==> src/rtl/cfg_seq_pkg.sv <==
package cfg_seq_pkg;

  typedef enum logic [2:0] {
    PH_POR  = 3'd0,
    PH_ARM  = 3'd1,
    PH_RUN  = 3'd2,
    PH_LOCK = 3'd3,
    PH_DONE = 3'd4
  } phase_e;

  // countdown length in system cycles for a given select value
  function automatic int unsigned por_cycles(input logic short_sel,
                                             input int unsigned short_ms,
                                             input int unsigned long_ms,
                                             input int unsigned cyc_per_ms);
    return (short_sel ? short_ms : long_ms) * cyc_per_ms;
  endfunction

  // width needed to hold values 0..n
  function automatic int unsigned width_for(input int unsigned n);
    return (n < 2) ? 1 : $clog2(n + 1);
  endfunction

endpackage

==> src/rtl/cfg_por_timer.sv <==
module cfg_por_timer #(
  parameter int unsigned CNT_W     = 8,
  parameter int unsigned SHORT_CYC = 10,
  parameter int unsigned LONG_CYC  = 100
) (
  input  logic clk,
  input  logic rst_n,
  input  logic sel_pin,
  input  logic supply_ok,
  output logic sel_latched,
  output logic sel_vld,
  output logic por_expire,
  output logic oe
);
  localparam logic [CNT_W-1:0] SHORT_LAST = CNT_W'(SHORT_CYC - 1);
  localparam logic [CNT_W-1:0] LONG_LAST  = CNT_W'(LONG_CYC - 1);

  logic [CNT_W-1:0] cnt;
  logic [CNT_W-1:0] last;

  assign last       = sel_latched ? SHORT_LAST : LONG_LAST;
  assign por_expire = sel_vld && !oe && supply_ok && (cnt == last);

  always_ff @(posedge clk or negedge rst_n) begin
    if (!rst_n) begin
      sel_vld     <= 1'b0;
      sel_latched <= 1'b0;
      cnt         <= '0;
      oe          <= 1'b0;
    end else if (!sel_vld) begin
      sel_vld     <= 1'b1;
      sel_latched <= sel_pin;
    end else if (!oe) begin
      if (!supply_ok)      cnt <= '0;
      else if (por_expire) oe  <= 1'b1;
      else                 cnt <= cnt + 1'b1;
    end
  end

endmodule

==> src/rtl/cfg_word_shifter.sv <==
module cfg_word_shifter #(
  parameter int unsigned WORD_W = 8
) (
  input  logic              clk,
  input  logic              rst_n,
  input  logic              start,
  input  logic              adv,
  input  logic [WORD_W-1:0] word_in,
  output logic              take,
  output logic              ser_clk,
  output logic              ser_msb
);
  localparam int unsigned BC_W = (WORD_W > 1) ? $clog2(WORD_W) : 1;
  localparam logic [BC_W-1:0] LAST_BIT = BC_W'(WORD_W - 1);

  logic [WORD_W-1:0] sh;
  logic [BC_W-1:0]   bitcnt;
  logic              ck;
  logic              word_end;

  assign word_end = adv && ck && (bitcnt == LAST_BIT);
  assign take     = start || word_end;
  assign ser_clk  = ck;
  assign ser_msb  = sh[WORD_W-1];

  always_ff @(posedge clk or negedge rst_n) begin
    if (!rst_n) begin
      sh     <= '0;
      bitcnt <= '0;
      ck     <= 1'b0;
    end else if (take) begin
      sh     <= word_in;
      bitcnt <= '0;
      ck     <= 1'b0;
    end else if (adv) begin
      ck <= ~ck;
      if (ck) begin
        sh     <= sh << 1;
        bitcnt <= bitcnt + 1'b1;
      end
    end else begin
      ck <= 1'b0;
    end
  end

endmodule

==> src/rtl/cfg_start_seq.sv <==
module cfg_start_seq
  import cfg_seq_pkg::*;
#(
  parameter int unsigned CYC_PER_MS = 125000,
  parameter int unsigned SHORT_MS   = 2,
  parameter int unsigned LONG_MS    = 100,
  parameter int unsigned WORD_W     = 8
) (
  input  logic              clk,
  input  logic              pwr_rst_n,
  input  logic              por_short,
  input  logic              supply_ok,
  input  logic              done_sense,
  input  logic [WORD_W-1:0] word_in,
  output logic              word_take,
  output logic              oe_out,
  output logic              cfg_clk,
  output logic              cfg_dat,
  output logic [2:0]        phase
);
  localparam int unsigned SHORT_CYC = por_cycles(1'b1, SHORT_MS, LONG_MS, CYC_PER_MS);
  localparam int unsigned LONG_CYC  = por_cycles(1'b0, SHORT_MS, LONG_MS, CYC_PER_MS);
  localparam int unsigned MAX_CYC   = (SHORT_CYC > LONG_CYC) ? SHORT_CYC : LONG_CYC;
  localparam int unsigned CNT_W     = width_for(MAX_CYC);

  phase_e ph_q, ph_d;

  // named internal events for the checker
  logic sel_latched, sel_vld, por_expire;
  logic start_evt, run_adv;
  logic ser_clk, ser_msb;
  logic streaming;

  cfg_por_timer #(
    .CNT_W    (CNT_W),
    .SHORT_CYC(SHORT_CYC),
    .LONG_CYC (LONG_CYC)
  ) u_timer (
    .clk        (clk),
    .rst_n      (pwr_rst_n),
    .sel_pin    (por_short),
    .supply_ok  (supply_ok),
    .sel_latched(sel_latched),
    .sel_vld    (sel_vld),
    .por_expire (por_expire),
    .oe         (oe_out)
  );

  assign streaming = (ph_q == PH_RUN);
  assign start_evt = (ph_q == PH_ARM) && !done_sense;
  assign run_adv   = streaming && !done_sense;

  cfg_word_shifter #(.WORD_W(WORD_W)) u_shift (
    .clk    (clk),
    .rst_n  (pwr_rst_n),
    .start  (start_evt),
    .adv    (run_adv),
    .word_in(word_in),
    .take   (word_take),
    .ser_clk(ser_clk),
    .ser_msb(ser_msb)
  );

  always_comb begin
    ph_d = ph_q;
    unique case (ph_q)
      PH_POR:  if (por_expire) ph_d = PH_ARM;
      PH_ARM:  ph_d = done_sense ? PH_LOCK : PH_RUN;
      PH_RUN:  if (done_sense) ph_d = PH_DONE;
      PH_LOCK: ph_d = PH_LOCK;
      PH_DONE: ph_d = PH_DONE;
      default: ph_d = PH_POR;
    endcase
  end

  always_ff @(posedge clk or negedge pwr_rst_n) begin
    if (!pwr_rst_n) ph_q <= PH_POR;
    else            ph_q <= ph_d;
  end

  assign cfg_clk = streaming && ser_clk;
  assign cfg_dat = streaming && ser_msb;
  assign phase   = ph_q;

endmodule

==> config.mk <==
export PLATFORM = sky130hd
export DESIGN_NAME = cfg_start_seq
export DESIGN_NICKNAME = d
export VERILOG_FILES = /design/src/rtl/cfg_seq_pkg.sv /design/src/rtl/cfg_por_timer.sv /design/src/rtl/cfg_word_shifter.sv /design/src/rtl/cfg_start_seq.sv
export SDC_FILE = /design/constraint.sdc
export NUM_CORES = 1
export LEC_CHECK = 0
export BUFFER_PORTS_ARGS = -buffer_cell sky130_fd_sc_hd__buf_2
export CAP_MARGIN = 20
export CORE_ASPECT_RATIO = 1.75
export CORE_MARGIN = 1
export CORE_UTILIZATION = 30
export CTS_BUF_LIST = sky130_fd_sc_hd__clkbuf_4 sky130_fd_sc_hd__clkbuf_8 sky130_fd_sc_hd__clkbuf_16
export CTS_CLUSTER_DIAMETER = 60
export DETAILED_ROUTE_END_ITERATION = 10
export PLACE_DENSITY_LB_ADDON = 0.15
export SLEW_MARGIN = 15
export SYNTH_ARGS = -nofsm -noshare
export SYNTH_HDL_FRONTEND = slang
export SYNTH_SLANG_ARGS = --single-unit
==> constraint.sdc <==
create_clock -name clk -period 5.5 [get_ports clk]
set_input_delay 0.275 -clock clk [delete_from_list [all_inputs] [get_ports clk]]
set_output_delay 0.275 -clock clk [all_outputs]
set_load 0.02 [all_outputs]
==> results.sh <==
export IMPL_outcome="completed"
export IMPL_cts_tree="built"
export IMPL_grt_pass1_vias=2138
export IMPL_die_h_um=120
export IMPL_antenna_found_initial=0
export IMPL_slowest_stage="or4b_1"
export IMPL_fillers=802
export IMPL_cts_buffers=5
export IMPL_grtUsageTotal_pct=16.1
export IMPL_maxCapViolations=0
export IMPL_drt_iter0_drc=77
export IMPL_yosysWarnings=0
export IMPL_portBuffers=19
export IMPL_grt_overflow=0
export IMPL_worst_pin_slew_ns=0.959
export IMPL_finalHoldViolCount=0
export IMPL_clockRootBuffer="clkbuf_16"
export IMPL_place_congestion=0.760
export IMPL_worst_setup_path_end_kind="flop"
export IMPL_post_place_ws_ns=3.07
export IMPL_min_period_ns=2.45
export IMPL_final_cell_mix="dfrtp_1, o31ai_1, nand2_1, buf_2, nor2_1"
export IMPL_start_util_pct=31.4
export IMPL_insertion_delay_ns=0.29
export IMPL_reg2reg_to="phase[0]"
export IMPL_path_clk_slew_ns=0.06
export IMPL_worstPathMaxFanout=26
export IMPL_synth_area_mm2=0.00239
export IMPL_arrival_ns=2.64
export IMPL_postCtsSetupRepairBufs=0
export IMPL_ys_seq_elements=42
export IMPL_rrSetupSlack_ns=3.05
export IMPL_syn_num_nets=275
export IMPL_critPathKind="reg2reg"
export IMPL_fin_setup_tns_ns=0
export IMPL_fin_ws_ns=3.05
export IMPL_reg2reg_from="u_timer.cnt[6]"
export IMPL_skew_ns=0.00719
export IMPL_layout_commonest_cell="dfrtp_1"
export IMPL_cp_cell_sequence="or4b_1, or4_4, a221oi_4, buf_4, a21oi_1, a211oi_1"
export IMPL_grt_max_degree=43
export IMPL_postSynthCellCount=259
export IMPL_hpwl_um=4310
export IMPL_postSynthAreaPerCell_um2=9.23
export IMPL_die_x_um=69.5
export IMPL_whs_ns=0.139
export IMPL_synthArstFlopShare_pct=100
export IMPL_core_area_mm2=0.00762
export IMPL_grt_pass1_wl_um=10600
export IMPL_num_rows=42
export IMPL_synth_edf_count=0
export IMPL_worstPathRequired_ns=5.69
export IMPL_clockBufferDepth=2
export IMPL_fmax_mhz=409
export IMPL_synthFlopType="dfrtp_1"
export IMPL_ios=20
export IMPL_htreeDepth=2
export IMPL_cts_resized=0
export IMPL_slew_limit_headroom_pct=36.1
export IMPL_ys_seq_area_share_pct=44.0
export IMPL_ir_worst_vdd_mv=0.111
export IMPL_start_kind="flop"
export IMPL_vias=2086
export IMPL_final_max_slew_viol_count=0
export IMPL_route_detailed_drc=0
export IMPL_finalSetupViolCount=0
export IMPL_cts_sinks=42
export IMPL_max_stage_delay_ns=0.53
export IMPL_dr_pass1_iters=4
export IMPL_wl_per_cell_um=17.2
export IMPL_p_leak_nw=1.15
export IMPL_rsz0062_at_grt="false"
export IMPL_vias_per_cell=5.76
export IMPL_ant_nets=0
export IMPL_layout_drive_gt1_share_pct=14.2
export IMPL_antenna_diode_count=0
export IMPL_die_area_mm2=0.00835
export IMPL_hold_buffers=0
export IMPL_drt_total_wl_um=6220
export IMPL_finalCritPeriodShare_pct=44.5
export IMPL_synthToLayoutAreaGrowth_pct=12.9
export IMPL_final_util_pct=35.4
export IMPL_rr_worst_depth=6
export IMPL_nNetsFinal=289
export IMPL_synth_cell_types=45
export IMPL_worstHoldPathType="in2async"
export IMPL_power_density_mw_per_mm2=246
## cell usage after synthesis, drive strengths merged (3+ instances only)
master,n,area [µm²]
nand4b,3,26.3
clkbuf,13,48.8
a41oi,4,35.0
o41ai,6,52.6
nand2,26,97.6
a31oi,5,31.3
nor2,17,63.8
nand3,12,60.1
nor3,5,25.0
o21ai,19,95.1
mux2i,7,70.1
nand4,7,43.8
and2,7,43.8
inv,5,18.8
nor3b,3,22.5
a21oi,7,35.0
ha,3,37.5
buf,5,41.3
dfrtp,42,1050
o31ai,32,240
nand2b,6,37.5
## report_power, final
group | internal, mW | switching, mW
clock | 0.180 | 0.126
combinational | 0.0127 | 0.0243
sequential | 0.314 | 0.00717
total | 0.507 | 0.157
## critical path: cells and delay by family, from the launching register on
kind / cells / cell delay [ns]
AND/OR/NAND/NOR: 2 / 1.04
flip-flops: 1 / 0.43
buffers and inverters: 1 / 0.34
AO/OA/AOI/OAI: 3 / 0.53
## routing by layer
| metal | GRT usage [%] | up-vias | routed length [µm] |
|---|---|---|---|
| li1 | - | 1008 | - |
| met1 | 17.0 | 1032 | 2520 |
| met2 | 30.3 | 39 | 3410 |
| met3 | 2.85 | 7 | 168 |
| met4 | 7.40 | 0 | 113 |
| met5 | 0 | - | 0 |
## how the worst max path moves through the flow
stage	startpoint	to	slack, ns	cells after the start
finish	u_timer.cnt[6]	phase[0]	3.05	6
global route	u_timer.cnt[6]	phase[0]	2.88	6
CTS	u_timer.cnt[6]	phase[0]	3.05	6
detailed placement	u_timer.cnt[6]	phase[0]	3.07	6
global placement	u_timer.cnt[6]	u_timer.cnt[14]	3.08	5
floorplan	u_timer.cnt[6]	u_timer.cnt[7]	3.23	6
## stage by stage
stage | power (mW) | std cells | cell area (µm²)
after floorplan | 0.347 | 259 | 2390
after global placement | 0.365 | 353 | 2540
after CTS | 0.672 | 361 | 2700
after global routing | 0.688 | 362 | 2700
after detailed placement | 0.365 | 353 | 2540
final | 0.664 | 362 | 2700
## layout make-up
class                   instances  area [µm²]  share of cell area, %
clock inverters                 2        12.5                  0.463
repair buffers                 25         138                   5.10
flip-flops and latches         42        1050                   38.9
well taps                      88         110                   4.08
multi-input cells             193        1230                   45.5
inverters                       6        22.5                  0.834
clock buffers                   6         139                   5.14
## kinds of logic after synthesis
kind of cell / share of synthesized area (%)
simple gates: 22.9
compound gates: 23.3
flops: 44.0
buf+inv: 4.71
mux: 3.40
fa+ha+maj: 1.57
other cells: 0.157
## sequential cells by signal, indices dropped and copies added (netlist names)
signal / count
u_timer.cnt: 24
u_shift.sh: 8
phase: 3
u_shift.bitcnt: 3
u_shift.ser_clk: 1
u_timer.oe: 1
u_timer.sel_latched: 1
u_timer.sel_vld: 1
(Power assumes the default switching activity.)
